`src/rtl/evb_dsel_pkg.sv`:
```
`timescale 1ns/1ps
package evb_dsel_pkg;
  localparam int MAC_W         = 48;
  localparam int IP_W          = 32;
  localparam int PORT_W        = 16;
  localparam int SRV_SEL_W     = 2;
  localparam int PRT_SEL_W     = 3;
  localparam int MAX_PORT_BITS = 4;

  typedef struct packed {
    logic [MAC_W-1:0] mac;
    logic [IP_W-1:0]  ip;
  } dest_entry_t;
endpackage

```
`src/rtl/evb_dsel_field.sv`:
```
`timescale 1ns/1ps
// Splits the trigger number into a server slot and a port offset.
module evb_dsel_field
  import evb_dsel_pkg::*;
#(
  parameter int TRIG_W = 24,
  parameter int IDX_W  = 3
) (
  input  logic                     share_en,
  input  logic [SRV_SEL_W-1:0]     srv_bits,
  input  logic [PRT_SEL_W-1:0]     prt_bits,
  input  logic [TRIG_W-1:0]        trig,
  output logic [IDX_W-1:0]         srv_idx,
  output logic [MAX_PORT_BITS-1:0] port_off
);
  localparam int CNT_W = 4;

  logic [CNT_W-1:0]  srv_n;
  logic [CNT_W-1:0]  prt_n;
  logic [TRIG_W-1:0] upper;

  // Effective field widths: zero when sharing is off; port width clamped.
  always_comb begin
    srv_n = '0;
    prt_n = '0;
    if (share_en) begin
      srv_n = CNT_W'(srv_bits);
      if (srv_n > CNT_W'(IDX_W)) srv_n = CNT_W'(IDX_W);
      if (prt_bits > PRT_SEL_W'(MAX_PORT_BITS)) prt_n = CNT_W'(MAX_PORT_BITS);
      else                                      prt_n = CNT_W'(prt_bits);
    end
  end

  // Port bits sit directly above the server bits.
  assign upper = trig >> srv_n;

  for (genvar k = 0; k < IDX_W; k++) begin : g_srv
    assign srv_idx[k] = trig[k] & (CNT_W'(k) < srv_n);
  end

  for (genvar k = 0; k < MAX_PORT_BITS; k++) begin : g_prt
    assign port_off[k] = upper[k] & (CNT_W'(k) < prt_n);
  end
endmodule

```
`src/rtl/evb_dsel_table.sv`:
```
`timescale 1ns/1ps
// Destination table: one write port, one combinational read port.
module evb_dsel_table
  import evb_dsel_pkg::*;
#(
  parameter int N_ENTRIES = 8,
  parameter int IDX_W     = 3
) (
  input  logic             clk,
  input  logic             rst_n,
  input  logic             wr_en,
  input  logic [IDX_W-1:0] wr_idx,
  input  logic [MAC_W-1:0] wr_mac,
  input  logic [IP_W-1:0]  wr_ip,
  input  logic [IDX_W-1:0] rd_idx,
  output dest_entry_t      rd_entry
);
  dest_entry_t slots [N_ENTRIES];

  always_ff @(posedge clk) begin
    if (!rst_n) begin
      for (int i = 0; i < N_ENTRIES; i++) slots[i] <= '0;
    end else if (wr_en && (int'(wr_idx) < N_ENTRIES)) begin
      slots[wr_idx] <= '{mac: wr_mac, ip: wr_ip};
    end
  end

  assign rd_entry = (int'(rd_idx) < N_ENTRIES) ? slots[rd_idx] : '0;

  // a write is visible in the addressed slot on the next cycle
  a_r7_write_lands: assert property (@(posedge clk) disable iff (!rst_n)
    wr_en |=> (slots[$past(wr_idx)].mac == $past(wr_mac)) &&
              (slots[$past(wr_idx)].ip  == $past(wr_ip)));
endmodule

```
`src/rtl/evb_dsel_outreg.sv`:
```
`timescale 1ns/1ps
// Single valid/ready register stage.
module evb_dsel_outreg #(
  parameter int DATA_W = 8
) (
  input  logic              clk,
  input  logic              rst_n,
  input  logic              in_valid,
  output logic              in_ready,
  input  logic [DATA_W-1:0] in_data,
  output logic              out_valid,
  input  logic              out_ready,
  output logic [DATA_W-1:0] out_data
);
  assign in_ready = !out_valid || out_ready;

  always_ff @(posedge clk) begin
    if (!rst_n) begin
      out_valid <= 1'b0;
      out_data  <= '0;
    end else if (in_ready) begin
      out_valid <= in_valid;
      if (in_valid) out_data <= in_data;
    end
  end

  // an accepted input is presented on the next cycle
  a_r8_accept_valid: assert property (@(posedge clk) disable iff (!rst_n)
    (in_valid && in_ready) |=> (out_valid && (out_data == $past(in_data))));

  // a stalled record holds
  a_r9_hold_data: assert property (@(posedge clk) disable iff (!rst_n)
    (out_valid && !out_ready) |=> (out_valid && $stable(out_data)));
endmodule

```
`src/rtl/evb_dest_select.sv`:
```
`timescale 1ns/1ps
module evb_dest_select
  import evb_dsel_pkg::*;
#(
  parameter int  TRIG_W    = 24,
  parameter int  N_ENTRIES = 8,
  localparam int IDX_W     = $clog2(N_ENTRIES)
) (
  input  logic                 clk,
  input  logic                 rst_n,
  input  logic                 share_en,
  input  logic [SRV_SEL_W-1:0] srv_sel_bits,
  input  logic [PRT_SEL_W-1:0] port_sel_bits,
  input  logic [PORT_W-1:0]    base_port,
  input  logic                 tbl_we,
  input  logic [IDX_W-1:0]     tbl_idx,
  input  logic [MAC_W-1:0]     tbl_mac,
  input  logic [IP_W-1:0]      tbl_ip,
  input  logic                 trig_valid,
  output logic                 trig_ready,
  input  logic [TRIG_W-1:0]    trig_num,
  output logic                 dst_valid,
  input  logic                 dst_ready,
  output logic [IDX_W-1:0]     dst_idx,
  output logic [MAC_W-1:0]     dst_mac,
  output logic [IP_W-1:0]      dst_ip,
  output logic [PORT_W-1:0]    dst_port
);
  localparam int DATA_W = IDX_W + MAC_W + IP_W + PORT_W;

  logic [IDX_W-1:0]         sel_idx;
  logic [MAX_PORT_BITS-1:0] sel_off;
  dest_entry_t              sel_entry;
  logic [PORT_W-1:0]        sel_port;
  logic [DATA_W-1:0]        rec_in;
  logic [DATA_W-1:0]        rec_out;

  evb_dsel_field #(.TRIG_W(TRIG_W), .IDX_W(IDX_W)) u_field (
    .share_en (share_en),
    .srv_bits (srv_sel_bits),
    .prt_bits (port_sel_bits),
    .trig     (trig_num),
    .srv_idx  (sel_idx),
    .port_off (sel_off)
  );

  evb_dsel_table #(.N_ENTRIES(N_ENTRIES), .IDX_W(IDX_W)) u_table (
    .clk      (clk),
    .rst_n    (rst_n),
    .wr_en    (tbl_we),
    .wr_idx   (tbl_idx),
    .wr_mac   (tbl_mac),
    .wr_ip    (tbl_ip),
    .rd_idx   (sel_idx),
    .rd_entry (sel_entry)
  );

  assign sel_port = base_port + PORT_W'(sel_off);
  assign rec_in   = {sel_idx, sel_entry.mac, sel_entry.ip, sel_port};

  evb_dsel_outreg #(.DATA_W(DATA_W)) u_out (
    .clk       (clk),
    .rst_n     (rst_n),
    .in_valid  (trig_valid),
    .in_ready  (trig_ready),
    .in_data   (rec_in),
    .out_valid (dst_valid),
    .out_ready (dst_ready),
    .out_data  (rec_out)
  );

  assign {dst_idx, dst_mac, dst_ip, dst_port} = rec_out;

  // with sharing off the record points at slot 0 and the base port
  a_r2_share_off: assert property (@(posedge clk) disable iff (!rst_n)
    (trig_valid && trig_ready && !share_en) |=>
      (dst_idx == '0) && (dst_port == $past(base_port)));

  // the port offset never exceeds 4 bits, whatever the field value
  a_r5_clamp_range: assert property (@(posedge clk) disable iff (!rst_n)
    (trig_valid && trig_ready) |=>
      (PORT_W'(dst_port - $past(base_port)) < PORT_W'(16)));

  // a port width of zero adds no offset
  a_r4_no_port_bits: assert property (@(posedge clk) disable iff (!rst_n)
    (trig_valid && trig_ready && (port_sel_bits == '0)) |=>
      (dst_port == $past(base_port)));

  // no trigger is taken while the output is stalled
  a_r9_stall_blocks: assert property (@(posedge clk) disable iff (!rst_n)
    (dst_valid && !dst_ready) |-> !trig_ready);
endmodule

```
`config.mk`:
```
export PLATFORM = sky130hd
export DESIGN_NAME = evb_dest_select
export DESIGN_NICKNAME = d
export VERILOG_FILES = /design/src/rtl/evb_dsel_pkg.sv /design/src/rtl/evb_dsel_field.sv /design/src/rtl/evb_dsel_table.sv /design/src/rtl/evb_dsel_outreg.sv /design/src/rtl/evb_dest_select.sv
export SDC_FILE = /design/constraint.sdc
export NUM_CORES = 1
export LEC_CHECK = 0
export ABC_CLOCK_PERIOD_IN_PS = 7100
export BUFFER_PORTS_ARGS = -buffer_cell sky130_fd_sc_hd__buf_4
export CORE_MARGIN = 2
export CORE_UTILIZATION = 54
export DETAILED_ROUTE_END_ITERATION = 7
export PLACE_DENSITY = 0.83
export SKIP_CTS_REPAIR_TIMING = 1
export SYNTH_ARGS = -nofsm -noshare
export SYNTH_HDL_FRONTEND = slang
export SYNTH_SLANG_ARGS = --single-unit
```
`constraint.sdc`:
```
create_clock -name clk -period 7.1 [get_ports clk]
set_input_delay 0 -clock clk [delete_from_list [all_inputs] [get_ports clk]]
set_output_delay 0 -clock clk [all_outputs]
set_load 0.02 [all_outputs]
```
==> results.yml <==
clock_tree:
  cts_tree: "done"
  numCtsBuffers: 74
  clock_latency_ns: 0.60
  clock-sinks: 740
  cts-root-buf: "clkbuf_16"
  clk_pin_slew_ns: 0.07
  cts_buffer_depth: 3
  htreeDepth: 3
global_route:
  top_usage_layer: "met2"
  met1_usage: 0.333
  grt_pass1_vias: 20400
  grt_pass1_wl_um: 119000
  grt_use_met2: 0.453
  global_route.usage.met3: 0.0378
  grt_usage: 0.262
  grt_max_degree: 119
  antenna_found_initial: 3
  grt_remaining_overflow: 0
worst_setup_path:
  cp.required_ns: 7.65
  cp-startpoint: "share_en"
  r2r-end: "u_out.out_data[63]"
  crit_buf_inv: 4
  reg2reg_depth: 5
  cp_top_family: "compound AO/OA/AOI/OAI gates"
  critical_path_class: "input pin to flip-flop"
  path_common_cell: "dlygate4sd3_1"
  ff2ff_setup_slack_ns: 3.91
  crit_chain: "dlygate4sd3_1 > buf_4 > nand2_1 > nand2_1 > a311oi_1 > ha_1 > a21o_1 > a221oi_1 > o31ai_1 > dlygate4sd3_1 > a31oi_1 > dlygate4sd3_1"
  cp-start-kind: "input pin"
  cp_slowest_cell: "a221oi_1"
  max_stage_delay_ns: 1.25
  r2r_start: "u_out.out_valid"
  worst-endpoint-arrival_ns: 4.76
  cp_max_fo: 13
  critPathCaptureType: "flip-flop"
die:
  pin_count: 235
  coreArea_sq_mm: 0.0577
  initial_core_util: 0.546
  rows: 88
  die_x_um: 245
  die_h_um: 245
  die-area_sq_mm: 0.0602
detailed_routing:
  drcViolationCount: 0
  avgRoutedWirePerCell_um: 24.8
  drt-initial-drc-count: 2629
  vias_per_cell: 6.19
  via_count: 20300
  drtAntennaViolNets: 0
  finalWirelength_um: 81400
  first_pass_iters: 7
sta:
  clock.fmax_mhz: 237
  finalHoldViolations: 2
  finalCriticalPeriod_ns: 4.22
  period_share: 0.594
  rsz0062_at_grt: "false"
  worstMarginPinSlew_ns: 1.57
  setup_violations: 0
  finalMaxSlewViolations: 11
  holdWs_ns: -0.0436
  slew_headroom: -0.0463
  fin_worst_skew_ns: 0.0259
  tns_ns: 0
logic_synthesis:
  asyncSetResetFlopFracSynth: 0
  synth_flop_cell: "edfxtp_1"
  synthesis.area_sq_mm: 0.0315
  ys_seq_area_frac: 0.674
  syn_area_per_cell_sq_um: 14.5
  ys_warn_count: 0
  ys_types: 51
  synth_cells: 2178
  synth_edf_count: 640
  ys_ff_latch: 740
  syn_nets: 2317
pwr:
  peakVddDrop_uv: 207
  p_per_area_mw_per_mm2: 258
  p_leak_nw: 13.7
place:
  port_buffers: 217
  place_hpwl_um: 41200
  gp_congestion: 0.801
finish:
  drive_gt1_frac: 0.204
  final_util: 0.648
  fin_nets: 2597
  synthToLayoutAreaGrowth_pct: 18.7
status:
  status: "finished with violations"
  violations: "negative hold slack, max-slew violations"
min_path:
  hp-class: "input pin to flip-flop"
  hold_end: "u_out.out_data[2]"
  min-delay-start: "base_port[2]"
  min_path_cells: 4
job:
  drv_cap: 0
power by group:
group	switching [W]	internal [W]
registers	0.0000990	0.00500
logic	0.000485	0.000337
clock network	0.00158	0.00212
cell usage after synthesis, types with 2 or more instances:
master	n	share of area
nor3b_1	2	0.00048
and2_1	641	0.13
mux4_2	20	0.014
o31ai_1	2	0.00048
a311oi_1	2	0.00056
nand4_1	3	0.00060
buf_1	3	0.00036
nor4b_1	2	0.00056
o21ai_1	61	0.0097
clkbuf_1	129	0.015
nand3_1	11	0.0017
mux2_2	110	0.039
mux2_1	50	0.018
o21ai_0	20	0.0032
nor3_1	2	0.00032
buf_2	28	0.0045
nand2b_1	4	0.00079
dfxtp_1	100	0.064
xor2_1	2	0.00056
xnor2_1	4	0.0011
a21o_1	3	0.00072
nand2_1	60	0.0072
nor2b_1	2	0.00040
inv_1	2	0.00024
or3_1	6	0.0012
nand3b_1	2	0.00048
edfxtp_1	640	0.61
a21oi_1	13	0.0021
a31oi_1	6	0.0012
and4_1	4	0.0011
nor2_1	11	0.0013
a222oi_1	140	0.045
a22o_1	60	0.017
ha_1	4	0.0016
a211oi_1	5	0.0012
nor3_2	2	0.00064
inv_2	2	0.00024
buf_4	2	0.00048
and3_1	3	0.00060
mux2i_1	4	0.0013
flip-flops by register name, summed over array words and instances, names as in the netlist:
signal,flops
u_out.out_valid,1
u_out.out_data,99
u_table.slots,640
through the flow:
stage	hold WS (ns)	power (W)	setup slack, ns	instance area, sq um	std cells
6_report	-0.0436	0.00963	2.88	37400	3286
2_1_floorplan	0.121	0.00561	0.547	31500	2178
5_1_grt	0.00628	0.00989	2.63	37400	3282
4_1_cts	-0.364	0.00960	3.67	36200	3165
3_5_place_dp	0.273	0.00595	3.06	33900	3031
3_3_place_gp	0.266	0.00590	3.19	33900	3031
how the worst max path moves through the flow:
| stage | endpoint | slack [ns] | cells past startpoint |
|---|---|---|---|
| floorplan | u_table.slots[1][0] | 0.55 | 2 |
| global route | u_out.out_data[11] | 2.63 | 12 |
| CTS | u_table.slots[4][35] | 3.67 | 6 |
| detailed placement | u_table.slots[4][51] | 3.06 | 6 |
| global placement | u_table.slots[4][53] | 3.19 | 6 |
| finish | u_out.out_data[15] | 2.88 | 12 |
cell families (layout without fill, tap and decap cells):
logic type	count (synthesis)	in the layout	share of synthesized area
xor+xnor	6	6	0.00167
fa+ha+maj	5	5	0.00223
compound gates	318	318	0.0820
mux	184	184	0.0728
simple gates	759	759	0.146
other cells	0	5	0
flops	740	740	0.674
buf+inv	166	504	0.0211
final cells by class:
type	count	area [sq um]
sequential	740	21200
fill	4010	20300
multi-input combinational	1272	9820
timing repair buffer	366	3050
clock buffer	105	2080
tap	765	957
clock inverter	29	209
inverter	4	15.0
antenna	5	12.5
worst reg2reg max path, cell delays in order (launching register included):
cell and delay (ns):
dfxtp_1 0.31, nor2b_1 0.24, nor4b_4 1.15, buf_4 0.96, a222oi_1 0.29, o21ai_1 0.15
layout by cell type, fill, tap and decap left out, types with 5 or more instances in the layout:
cell type,n
clkinv_2,15
a31oi_1,6
o21ai_4,6
nand3_1,10
clkbuf_1,23
clkbuf_16,77
a222oi_1,140
mux2_1,50
diode_2,5
clkbuf_8,5
dlygate4sd3_1,116
clkinv_1,6
nor2_4,6
nor2_1,5
or3_1,6
a211oi_1,5
a22o_1,60
nand2_1,60
a21oi_1,11
o21ai_0,14
and2_1,641
o21ai_1,61
mux4_2,20
mux2_2,110
dfxtp_1,100
buf_4,249
edfxtp_1,640
layer usage:
layer / vias to the layer above / share of wire / wire (um)
met5: - / 0.00017 / 14
met4: 2 / 0.033 / 2720
met3: 207 / 0.085 / 6920
met2: 1083 / 0.51 / 41100
met1: 10200 / 0.38 / 30600
li1: 8802 / - / -
(Power assumes the default switching activity.)
